$ cat src/rtl/bkup_pkg.sv
package bkup_pkg;

  typedef enum logic [1:0] {
    MODE_NORMAL  = 2'b00,
    MODE_NO_BATT = 2'b01,
    MODE_BACKUP  = 2'b10
  } mode_e;

  typedef enum logic [1:0] {
    SRC_MAIN   = 2'b00,
    SRC_GAP_TB = 2'b01,
    SRC_BATT   = 2'b10,
    SRC_GAP_TM = 2'b11
  } src_e;

  typedef struct packed {
    logic above_trip;
    logic below_lo;
    logic above_hi;
    logic batt_zero;
  } cmp_flags_t;

endpackage

$ cat src/rtl/bkup_compare.sv
module bkup_compare #(
  parameter int VW      = 16,
  parameter int HYST_MV = 30
) (
  input  logic                  clk,
  input  logic                  rst_n,
  input  logic [VW-1:0]         main_mv,
  input  logic [VW-1:0]         batt_mv,
  input  logic [VW-1:0]         trip_mv,
  output bkup_pkg::cmp_flags_t  flags
);
  import bkup_pkg::*;

  localparam logic [VW-1:0] HYST_V = VW'(HYST_MV);

  logic [VW-1:0] lo_thr;
  logic [VW:0]   hi_thr;
  cmp_flags_t    nxt;

  always_comb begin
    lo_thr = (batt_mv >= HYST_V) ? (batt_mv - HYST_V) : '0;
    hi_thr = {1'b0, batt_mv} + {1'b0, HYST_V};
    nxt.above_trip = main_mv > trip_mv;
    nxt.below_lo   = main_mv < lo_thr;
    nxt.above_hi   = {1'b0, main_mv} > hi_thr;
    nxt.batt_zero  = batt_mv == '0;
  end

  always_ff @(posedge clk or negedge rst_n) begin
    if (!rst_n) flags <= '0;
    else        flags <= nxt;
  end

  assert_band_disjoint_R4: assert property (@(posedge clk) disable iff (!rst_n)
    !(flags.below_lo && flags.above_hi));

endmodule

$ cat src/rtl/bkup_source_fsm.sv
module bkup_source_fsm (
  input  logic                  clk,
  input  logic                  rst_n,
  input  bkup_pkg::cmp_flags_t  flags,
  output bkup_pkg::src_e        src,
  output logic                  main_sw_en,
  output logic                  batt_sw_en
);
  import bkup_pkg::*;

  src_e src_q, src_d;
  logic want_main;

  always_comb begin
    case (src_q)
      SRC_MAIN, SRC_GAP_TM: want_main = flags.above_trip | ~flags.below_lo;
      default:              want_main = flags.above_trip | flags.above_hi;
    endcase
  end

  always_comb begin
    src_d = src_q;
    case (src_q)
      SRC_MAIN:   if (!want_main) src_d = SRC_GAP_TB;
      SRC_GAP_TB: src_d = SRC_BATT;
      SRC_BATT:   if (want_main)  src_d = SRC_GAP_TM;
      SRC_GAP_TM: src_d = SRC_MAIN;
      default:    src_d = SRC_MAIN;
    endcase
  end

  always_ff @(posedge clk or negedge rst_n) begin
    if (!rst_n) src_q <= SRC_MAIN;
    else        src_q <= src_d;
  end

  assign src        = src_q;
  assign main_sw_en = (src_q == SRC_MAIN);
  assign batt_sw_en = (src_q == SRC_BATT);

  assert_never_both_R5: assert property (@(posedge clk) disable iff (!rst_n)
    !(main_sw_en && batt_sw_en));

  assert_gap_before_batt_R5: assert property (@(posedge clk) disable iff (!rst_n)
    (main_sw_en && !flags.above_trip && flags.below_lo) |=> (!main_sw_en && !batt_sw_en));

  assert_leave_batt_R4: assert property (@(posedge clk) disable iff (!rst_n)
    (batt_sw_en && flags.above_hi) |=> !batt_sw_en);

endmodule

$ cat src/rtl/bkup_mode_enc.sv
module bkup_mode_enc (
  input  logic                  clk,
  input  logic                  rst_n,
  input  bkup_pkg::src_e        src,
  input  bkup_pkg::cmp_flags_t  flags,
  output logic [1:0]            mode,
  output logic                  reset_req,
  output logic                  bus_inhibit
);
  import bkup_pkg::*;

  logic backup;
  mode_e m;

  always_comb begin
    backup = (src != SRC_MAIN);
    if (backup)                                m = MODE_BACKUP;
    else if (flags.above_trip && flags.batt_zero) m = MODE_NO_BATT;
    else                                       m = MODE_NORMAL;
  end

  assign mode        = m;
  assign reset_req   = backup;
  assign bus_inhibit = backup;

  assert_mode_legal_R8: assert property (@(posedge clk) disable iff (!rst_n)
    mode != 2'b11);

  assert_no_batt_mode_on_main_R8: assert property (@(posedge clk) disable iff (!rst_n)
    (mode == 2'b01) |-> (src == SRC_MAIN && !reset_req));

endmodule

$ cat src/rtl/bkup_switch_ctrl.sv
module bkup_switch_ctrl #(
  parameter int VW      = 16,
  parameter int HYST_MV = 30
) (
  input  logic          clk,
  input  logic          rst_n,
  input  logic [VW-1:0] main_mv,
  input  logic [VW-1:0] batt_mv,
  input  logic [VW-1:0] trip_mv,
  output logic          main_sw_en,
  output logic          batt_sw_en,
  output logic          batt_on_n,
  output logic          reset_req,
  output logic          bus_inhibit,
  output logic [1:0]    mode
);
  import bkup_pkg::*;

  cmp_flags_t flags;
  src_e       src;

  bkup_compare #(.VW(VW), .HYST_MV(HYST_MV)) u_cmp (
    .clk(clk), .rst_n(rst_n), .main_mv(main_mv), .batt_mv(batt_mv),
    .trip_mv(trip_mv), .flags(flags)
  );

  bkup_source_fsm u_fsm (
    .clk(clk), .rst_n(rst_n), .flags(flags), .src(src),
    .main_sw_en(main_sw_en), .batt_sw_en(batt_sw_en)
  );

  bkup_mode_enc u_mode (
    .clk(clk), .rst_n(rst_n), .src(src), .flags(flags),
    .mode(mode), .reset_req(reset_req), .bus_inhibit(bus_inhibit)
  );

  assign batt_on_n = ~main_sw_en;

  assert_backup_blocks_bus_R7: assert property (@(posedge clk) disable iff (!rst_n)
    (mode == 2'b10) |-> (reset_req && bus_inhibit && batt_on_n));

  assert_trip_returns_main_R1: assert property (@(posedge clk) disable iff (!rst_n)
    (flags.above_trip && batt_sw_en) |=> !batt_sw_en);

endmodule

$ cat config.mk
export PLATFORM = sky130hd
export DESIGN_NAME = bkup_switch_ctrl
export DESIGN_NICKNAME = d
export VERILOG_FILES = /design/src/rtl/bkup_pkg.sv /design/src/rtl/bkup_compare.sv /design/src/rtl/bkup_source_fsm.sv /design/src/rtl/bkup_mode_enc.sv /design/src/rtl/bkup_switch_ctrl.sv
export SDC_FILE = /design/constraint.sdc
export NUM_CORES = 1
export LEC_CHECK = 0
export BUFFER_PORTS_ARGS = -buffer_cell sky130_fd_sc_hd__buf_2
export CORE_MARGIN = 3
export CORE_UTILIZATION = 40
export DETAILED_ROUTE_END_ITERATION = 6
export HOLD_SLACK_MARGIN = 0.03
export PLACE_DENSITY_LB_ADDON = 0.05
export SYNTH_ARGS = -nofsm -noshare
export SYNTH_HDL_FRONTEND = slang
export SYNTH_SLANG_ARGS = --single-unit
$ cat constraint.sdc
create_clock -name clk -period 5 [get_ports clk]
set_input_delay 1 -clock clk [delete_from_list [all_inputs] [get_ports clk]]
set_output_delay 1 -clock clk [all_outputs]
set_load 0.01 [all_outputs]
; Word-level counts from Yosys, hierarchy flattened
; Index checks and enable logic that the tools add are counted.
; Widths: inputs -> output; s select.
[classes]
addsub = 2
order_cmp = 4
eq_ne = 5
n_mux = 7
bitwise = 4
n_reduce_logical = 6
[ops]
columns = operator, count
row1 = $add 16x5->17 const B, 1
row2 = $gt 16x17->1, 1
row3 = $ge 16x5->1 const B, 1
row4 = $gt 16x16->1, 1
row5 = $logic_not 16->1, 1
row6 = $lt 16x16->1, 1
row7 = $mux 16, 1
row8 = $sub 16x5->16 const B, 1
row9 = $pmux 2 s4, 1
row10 = $mux 2, 3
row11 = $eq 2x2->1 const B, 2
row12 = $eq 2x1->1 const B, 1
row13 = $logic_not 2->1, 1
row14 = $mux 1, 2
row15 = $ne 2x1->1 const B, 1
row16 = $ne 2x2->1 const B, 1
row17 = $not 1->1, 2
row18 = $or 1x1->1, 2
row19 = $reduce_and 2->1, 1
row20 = $reduce_bool 2->1, 1
row21 = $reduce_or 2->1, 1
row22 = $logic_and 1x1->1, 1
[totals]
regBits = 6
input_bits = 50
output_inout_bits = 7
elab_cells = 33

; Logic depth before layout (Yosys ltp)
; Gate-level depths: netlist of run 1.
[depth]
ltp_word = 5
depth_mapped = 11

; Cells and area by module
; From an unflattened synthesis of run 1, not the netlist that was laid out.
[unflattened]
cells_unflattened = 269
area_unflattened_um2 = 2030.7
[modules_own_cells]
columns = mod, instances, cells_each, area_per_inst_um2, seq_area_each_um2
row1 = bkup_compare, 1, 245, 1820.5, 100.1
row2 = bkup_source_fsm, 1, 19, 172.7, 50.0
row3 = bkup_mode_enc, 1, 4, 33.8, 0.0
row4 = bkup_switch_ctrl, 1, 1, 3.8, 0.0

; Least setup slack after synthesis of run 1
; No wires, ideal clock.
[synth_timing]
kind = input to register
from = in batt_mv[1]
to = reg, netlist name u_cmp.flags[1]
arrival_time_ns = 3.007
required_time_ns = 4.880
setup_slack_ns = 1.873
cell_stages = 11
n_path_buf = 0
path_cell_list = inv_1 > ha_1 > or3b_2 > or3b_2 > nor2_1 > xnor2_1 > ha_1 > a21o_1 > a211oi_1 > o211ai_1 > o211a_1
[synth_lines]
columns = element, line_no
row1 = start: declaration, bkup_switch_ctrl.sv:8  ; input logic [VW-1:0] batt_mv,

==> results of run 1 <==
[power groups by stage]
| stage | logic (µW) | registers, µW | clock network (µW) |
|---|---|---|---|
| 2_1_floorplan | 204 | 66.5 | 0 |
| 3_3_place_gp | 271 | 67.7 | 0 |
| 3_5_place_dp | 273 | 67.8 | 0 |
| 4_1_cts | 275 | 67.2 | 73.2 |
| 5_1_grt | 311 | 68.8 | 77.4 |
| 6_report | 271 | 67.2 | 71.2 |
[routing by layer]
metal | track usage | wire length (µm) | up-vias | share of wire
met3 | 0.0258 | 281 | 4 | 0.056
met2 | 0.268 | 2170 | 53 | 0.43
li1 | - | - | 1044 | -
met5 | 0 | 0 | - | 0
met1 | 0.246 | 2550 | 844 | 0.51
met4 | 0.0302 | 44 | 0 | 0.0087
[layout by cell type (no fill, tap or decap), types with 4 or more instances in the layout]
master and n:
nand4_1 9, dfrtp_1 6, ha_1 51, o21ai_0 9
nor2_1 19, buf_2 56, xor2_1 12, nor3_1 6
mux2i_1 4, nand2_1 21, inv_1 26, or3_1 5
a21o_1 5, nand2b_1 4, nand3_1 12, xnor2_1 7
a21oi_1 18, nor4_1 4
[path summary, 6_finish.rpt]
check                                   from              to  slack [ps]  cells after the start
worst max register to register  u_fsm.src[0]    u_fsm.src[1]        3180                      6
min in group asynchronous              rst_n    u_fsm.src[0]         590                      1
worst min register to register  u_fsm.src[0]    u_fsm.src[0]         490                      1
worst min-delay path            u_fsm.src[0]    u_fsm.src[0]         490                      1
max in group asynchronous              rst_n  u_cmp.flags[1]        4260                      1
worst max-delay path              batt_mv[1]  u_cmp.flags[1]        1690                     12
[state kept, by name, summed over array words and instances, names as in the netlist]
name	count
u_cmp.flags	4
u_fsm.src	2
[final cells by class]
| type | count | area (µm²) |
|---|---|---|
| clock buffers | 3 | 41.3 |
| fillers | 523 | 2450 |
| inverters | 26 | 97.6 |
| multi-input cells | 219 | 1710 |
| flip-flops and latches | 6 | 150 |
| well taps | 67 | 83.8 |
| repair buffers | 56 | 280 |
[critical path: stages]
cell and delay (ps):
buf_2 160, inv_1 70, ha_1 220, or3b_2 240, or3b_2 500, nor2_1 150, xnor2_1 80, ha_1 170
a21o_1 180, a211oi_1 270, o211ai_1 120, o211a_1 230
[kinds of logic (layout without fill, tap and decap cells)]
group                      Yosys count  after routing  share of synthesized area
AOI/OAI and AO/OA                   50             50                      0.160
xor gates and xnor gates            19             19                     0.0819
adders and majority gates           51             51                      0.314
buffers and inverters               38             85                     0.0837
DFF                                  6              6                     0.0739
muxes                                5              5                     0.0252
and+or+nand+nor                     94             94                      0.261
[through the flow]
| stage | hold WS (ps) | std cells | worst slack [ps] | instance area [µm²] | utilization |
|---|---|---|---|---|---|
| after global placement | 472 | 374 | 1470 | 2320 | 0.482 |
| after CTS | 489 | 377 | 1690 | 2360 | 0.491 |
| after global routing | 518 | 377 | 1520 | 2360 | 0.491 |
| after detailed placement | 481 | 374 | 1470 | 2320 | 0.482 |
| final | 488 | 377 | 1690 | 2360 | 0.491 |
| after floorplan | 460 | 263 | 1870 | 2030 | - |
==> flow_summary.json, run 1 <==
{
  "status": "complete, no violations",
  "p_sw_frac": 0.419,
  "die-area_um2": 5970,
  "pwr_density_cell_nw_per_um2": 173,
  "drv_slew": 0,
  "drv_cap": 0,
  "nets": 413,
  "avgSynthCellArea_um2": 7.73,
  "grt.overflow.total": 0,
  "cts-root-buf": "clkbuf_8",
  "ys.flop_type": "dfrtp_1",
  "postRouteAntennaNets": 0,
  "worst_pin_slew_ps": 559,
  "cts_tree": "built",
  "cp_max_fo": 8,
  "cts_resized": 0,
  "synth_top_area_frac": 0.314,
  "comb_power_share": 0.662,
  "core_um2": 4820,
  "vias": 1945,
  "die-width_um": 77.3,
  "yosys_warnings": 0,
  "period_minus_slack_ps": 3310,
  "slew_headroom": 0.624,
  "cts_sinks": 6,
  "start_util": 0.422,
  "synth_nets": 364,
  "synth_top_cells_by_area": "ha_1 31%, dfrtp_1 7.4%, xor2_1 5.2%",
  "yosys_register_bits": 6,
  "cp-start-kind": "input pin",
  "dr.pass1.iters": 4,
  "hold_buffers": 0,
  "setup_viol": 0,
  "antenna_found_initial": 0,
  "final_layout_size_suffix_gt1_frac": 0.223,
  "cts_buffers": 3,
  "grt_pass1_vias": 1757,
  "wl_mm": 5.05,
  "drc_errors": 0,
  "rsz0062_at_grt": "no",
  "clkTransAtPathRegs_ps": 40,
  "synth.distinct_cells": 43,
  "fin_crit_sh": 0.662,
  "power_leakage_uw": 0.00126,
  "timing.fmax_ghz": 0.302,
  "num_antenna_cells": 0,
  "wl_per_cell_um": 13.4,
  "clkPwrFrac": 0.174,
  "ir_worst_vdd_mv": 0.176,
  "clockBufferDepth": 2,
  "internal_power_uw": 238,
  "required_ps": 5100,
  "vias_per_cell": 5.16,
  "synth_common_cells": "51 x ha_1, 26 x inv_1, 21 x nand2_1",
  "grt_max_degree": 12,
  "syn_inst": 263,
  "hold_viol": 0,
  "dp_hpwl_mm": 4.48,
  "clock_latency_ps": 220,
  "grt_use_total": 0.170,
  "seq_power_share": 0.164,
  "post-synth-top-area-cell": "ha_1",
  "critPathKind": "in -> reg",
  "end_kind": "flop",
  "grt_pass1_wl_mm": 8.22,
  "finalPower_uw": 410,
  "critical_path_arrival_ps": 3410,
  "synth_edf_count": 0,
  "finClkSkew_ps": 3.19,
  "netlist_area_um2": 2030,
  "p_sw_uw": 172,
  "cts_setup_buffers": 0,
  "die_y_um": 77.3,
  "final.setup.tns_ps": 0,
  "syn_to_final_growth_pct": 16.4,
  "ys_seq_area_frac": 0.0739,
  "synth_most_common_cell": "ha_1",
  "hold_path_class": "reg -> reg",
  "io_pins": 57,
  "drt-initial-drc-count": 73,
  "portBuffers": 56,
  "rows": 25,
  "htreeDepth": 1,
  "gp_congestion": 0.813,
  "async_reset_ff_frac": 1.00
}
Note: power is estimated with default switching activity, not from simulation.
==> inputs of run 2 (changes only) <==
- ABC_AREA: unset -> 1
- clock period: 5 -> 3 ns (I/O delays scaled with it)
==> run 2 against run 1 <==
Net effect: sequential power is 62% higher; largest cell class unchanged; via count rose by 3.9%; clock power is 69% higher; flip-flop and latch count stayed put; setup slack worse by 1300 ps; global-route usage fell by 0.20 points; synthesized area rose by 0.37%; largest power group unchanged; first-iteration DRC count fell by 19%.
==> flow_summary.json, run 2 <==
{
  "die-area_um2": 5990,
  "ys_seq_area_frac": 0.0736,
  "rows": 25,
  "p_sw_uw": 295,
  "cts_setup_buffers": 0,
  "comb_power_share": 0.653,
  "wl_mm": 4.88,
  "rsz0062_at_grt": "no",
  "finClkSkew_ps": 5.24,
  "synth_most_common_cell": "nand2_1",
  "final.setup.tns_ps": 0,
  "drv_cap": 0,
  "cts_buffers": 3,
  "postRouteAntennaNets": 0,
  "timing.fmax_ghz": 0.385,
  "post-synth-top-area-cell": "ha_1",
  "clkTransAtPathRegs_ps": 40,
  "clock_latency_ps": 220,
  "dr.pass1.iters": 4,
  "dp_hpwl_mm": 4.45,
  "grt.overflow.total": 0,
  "mostFrequentLayoutCells": "58 x nand2_1, 56 x buf_2, 51 x ha_1",
  "netlist_area_um2": 2040,
  "synth_top_area_frac": 0.313,
  "end_kind": "flop",
  "slew_headroom": 0.775,
  "cp_max_fo": 5,
  "seq_power_share": 0.165,
  "fin_cells": 418,
  "cts_tree": "built",
  "syn_inst": 297,
  "hold_viol": 0,
  "critical_path_arrival_ps": 2700,
  "nets": 454,
  "grt_max_degree": 16,
  "crit-reg2reg-launch": "u_fsm.src[0]",
  "htreeDepth": 1,
  "portBuffers": 56,
  "die-width_um": 77.4,
  "clkPwrFrac": 0.182,
  "hold_buffers": 0,
  "fillers": 544,
  "critPathKind": "in -> reg",
  "synth_common_cells": "58 x nand2_1, 51 x ha_1, 39 x inv_1",
  "synth_edf_count": 0,
  "clockBufferDepth": 2,
  "grt_use_total": 0.168,
  "wl_per_cell_um": 11.7,
  "final_common_cell": "nand2_1",
  "setup_viol": 0,
  "cts_resized": 0,
  "r2r_end": "u_fsm.src[0]",
  "ys.flop_type": "dfrtp_1",
  "antenna_found_initial": 0,
  "status": "complete, no violations",
  "gp_congestion": 0.800,
  "drc_errors": 0,
  "ir_worst_vdd_mv": 0.153,
  "grt_pass1_vias": 1921,
  "syn_to_final_growth_pct": 18.0,
  "power_leakage_uw": 0.00132,
  "cts_sinks": 6,
  "hold_path_class": "in -> async",
  "largest_reg_flops": 4,
  "avgSynthCellArea_um2": 6.87,
  "cts-root-buf": "clkbuf_8",
  "required_ps": 3110,
  "drt-initial-drc-count": 59,
  "num_antenna_cells": 0,
  "yosys_register_bits": 6,
  "yosys_warnings": 0,
  "r2r_slack_ps": 1430,
  "fin_crit_sh": 0.866,
  "internal_power_uw": 364,
  "synth.distinct_cells": 37,
  "core_um2": 4820,
  "drv_slew": 0,
  "async_reset_ff_frac": 1.00,
  "die_y_um": 77.4,
  "final_layout_size_suffix_gt1_frac": 0.242,
  "io_pins": 57,
  "start_util": 0.423,
  "synth_nets": 398,
  "period_minus_slack_ps": 2600,
  "regMostFlops": "u_cmp.flags",
  "grt_pass1_wl_mm": 8.37,
  "vias_per_cell": 4.83,
  "vias": 2021,
  "cp-start-kind": "input pin",
  "synth_top_cells_by_area": "ha_1 31%, nand2_1 11%, dfrtp_1 7.4%",
  "p_sw_frac": 0.448,
  "placedCellCount": 415,
  "reg2regPathDepth": 7,
  "pwr_density_cell_nw_per_um2": 274,
  "worst_pin_slew_ps": 334
}
[run 2: cell types whose count changed in the layout (fill, tap and decap cells not counted), moves of 4 or more]
cell | before | now
a21o_1 | 5 | 0
inv_1 | 26 | 39
mux2i_1 | 4 | 0
nand2_1 | 21 | 58
nand2b_1 | 4 | 0
nand3_1 | 12 | 17
nor2_2 | 0 | 6
nor3_2 | 0 | 4
nor4_1 | 4 | 0
o21ai_0 | 9 | 15
or3_1 | 5 | 0
xnor2_1 | 7 | 1
[run 2: stage by stage]
step	setup slack (ps)	cell area (µm²)	total power (µW)	util	hold slack, ps
detailed placement	137	2360	544	0.491	440
floorplan	561	2040	423	-	304
finish	403	2410	659	0.499	201
CTS	357	2410	669	0.499	206
global route	134	2410	744	0.499	209
global placement	200	2360	542	0.491	441
[run 2: worst max path at each step]
stage                     from             end  slack, ps  depth (start not counted)
floorplan           batt_mv[1]  u_cmp.flags[1]        560                         17
global placement    batt_mv[1]  u_cmp.flags[1]        200                         18
detailed placement  batt_mv[1]  u_cmp.flags[1]        140                         18
CTS                 batt_mv[1]  u_cmp.flags[1]        360                         18
global route        batt_mv[1]  u_cmp.flags[1]        130                         18
finish              batt_mv[1]  u_cmp.flags[1]        400                         18
[run 2: power by group through the flow]
| stage | clock (µW) | sequential, µW | combinational [µW] |
|---|---|---|---|
| final | 120 | 109 | 430 |
| after global routing | 128 | 110 | 506 |
| after CTS | 123 | 109 | 437 |
| after detailed placement | 0 | 110 | 434 |
| after global placement | 0 | 110 | 431 |
| after floorplan | 0 | 108 | 315 |
[run 2: per-layer routing]
metal,wire (µm),up-vias,global-route usage,share of wire
met2,2180,39,0.273,0.45
li1,-,1111,-,-
met1,2510,868,0.241,0.51
met3,176,3,0.0197,0.036
met5,0,-,0,0
met4,14,0,0.0267,0.0029
[run 2: worst max-delay path, cell delays in order]
cell and delay [ps]:
buf_2 140, inv_1 70, ha_1 260, nand3_4 120, nand3_4 70, nor2_2 100
nand2_2 80, nor2_4 100, nand2_2 70, xor2_1 150, ha_1 280, nand2_1 50
inv_1 70, nand3_1 60, nor4b_1 260, nand3_1 100, nand2_1 80, nor2_1 40
[run 2: logic make-up (layout without fill, tap and decap cells)]
logic type      after synthesis  in the layout  share of synthesized area
compound gates               48             48                      0.131
buf+inv                      47            101                     0.0975
fa+ha+maj                    51             51                      0.313
flops                         6              6                     0.0736
simple gates                132            132                      0.329
xor+xnor                     13             13                     0.0558
[run 2: cell type report]
class | count | area (µm²) | share of cell area
tap | 67 | 83.8 | 0.0348
sequential | 6 | 150 | 0.0624
inverter | 42 | 160 | 0.0666
multi-input combinational | 244 | 1690 | 0.703
clock buffer | 3 | 41.3 | 0.0172
timing repair buffer | 56 | 280 | 0.116
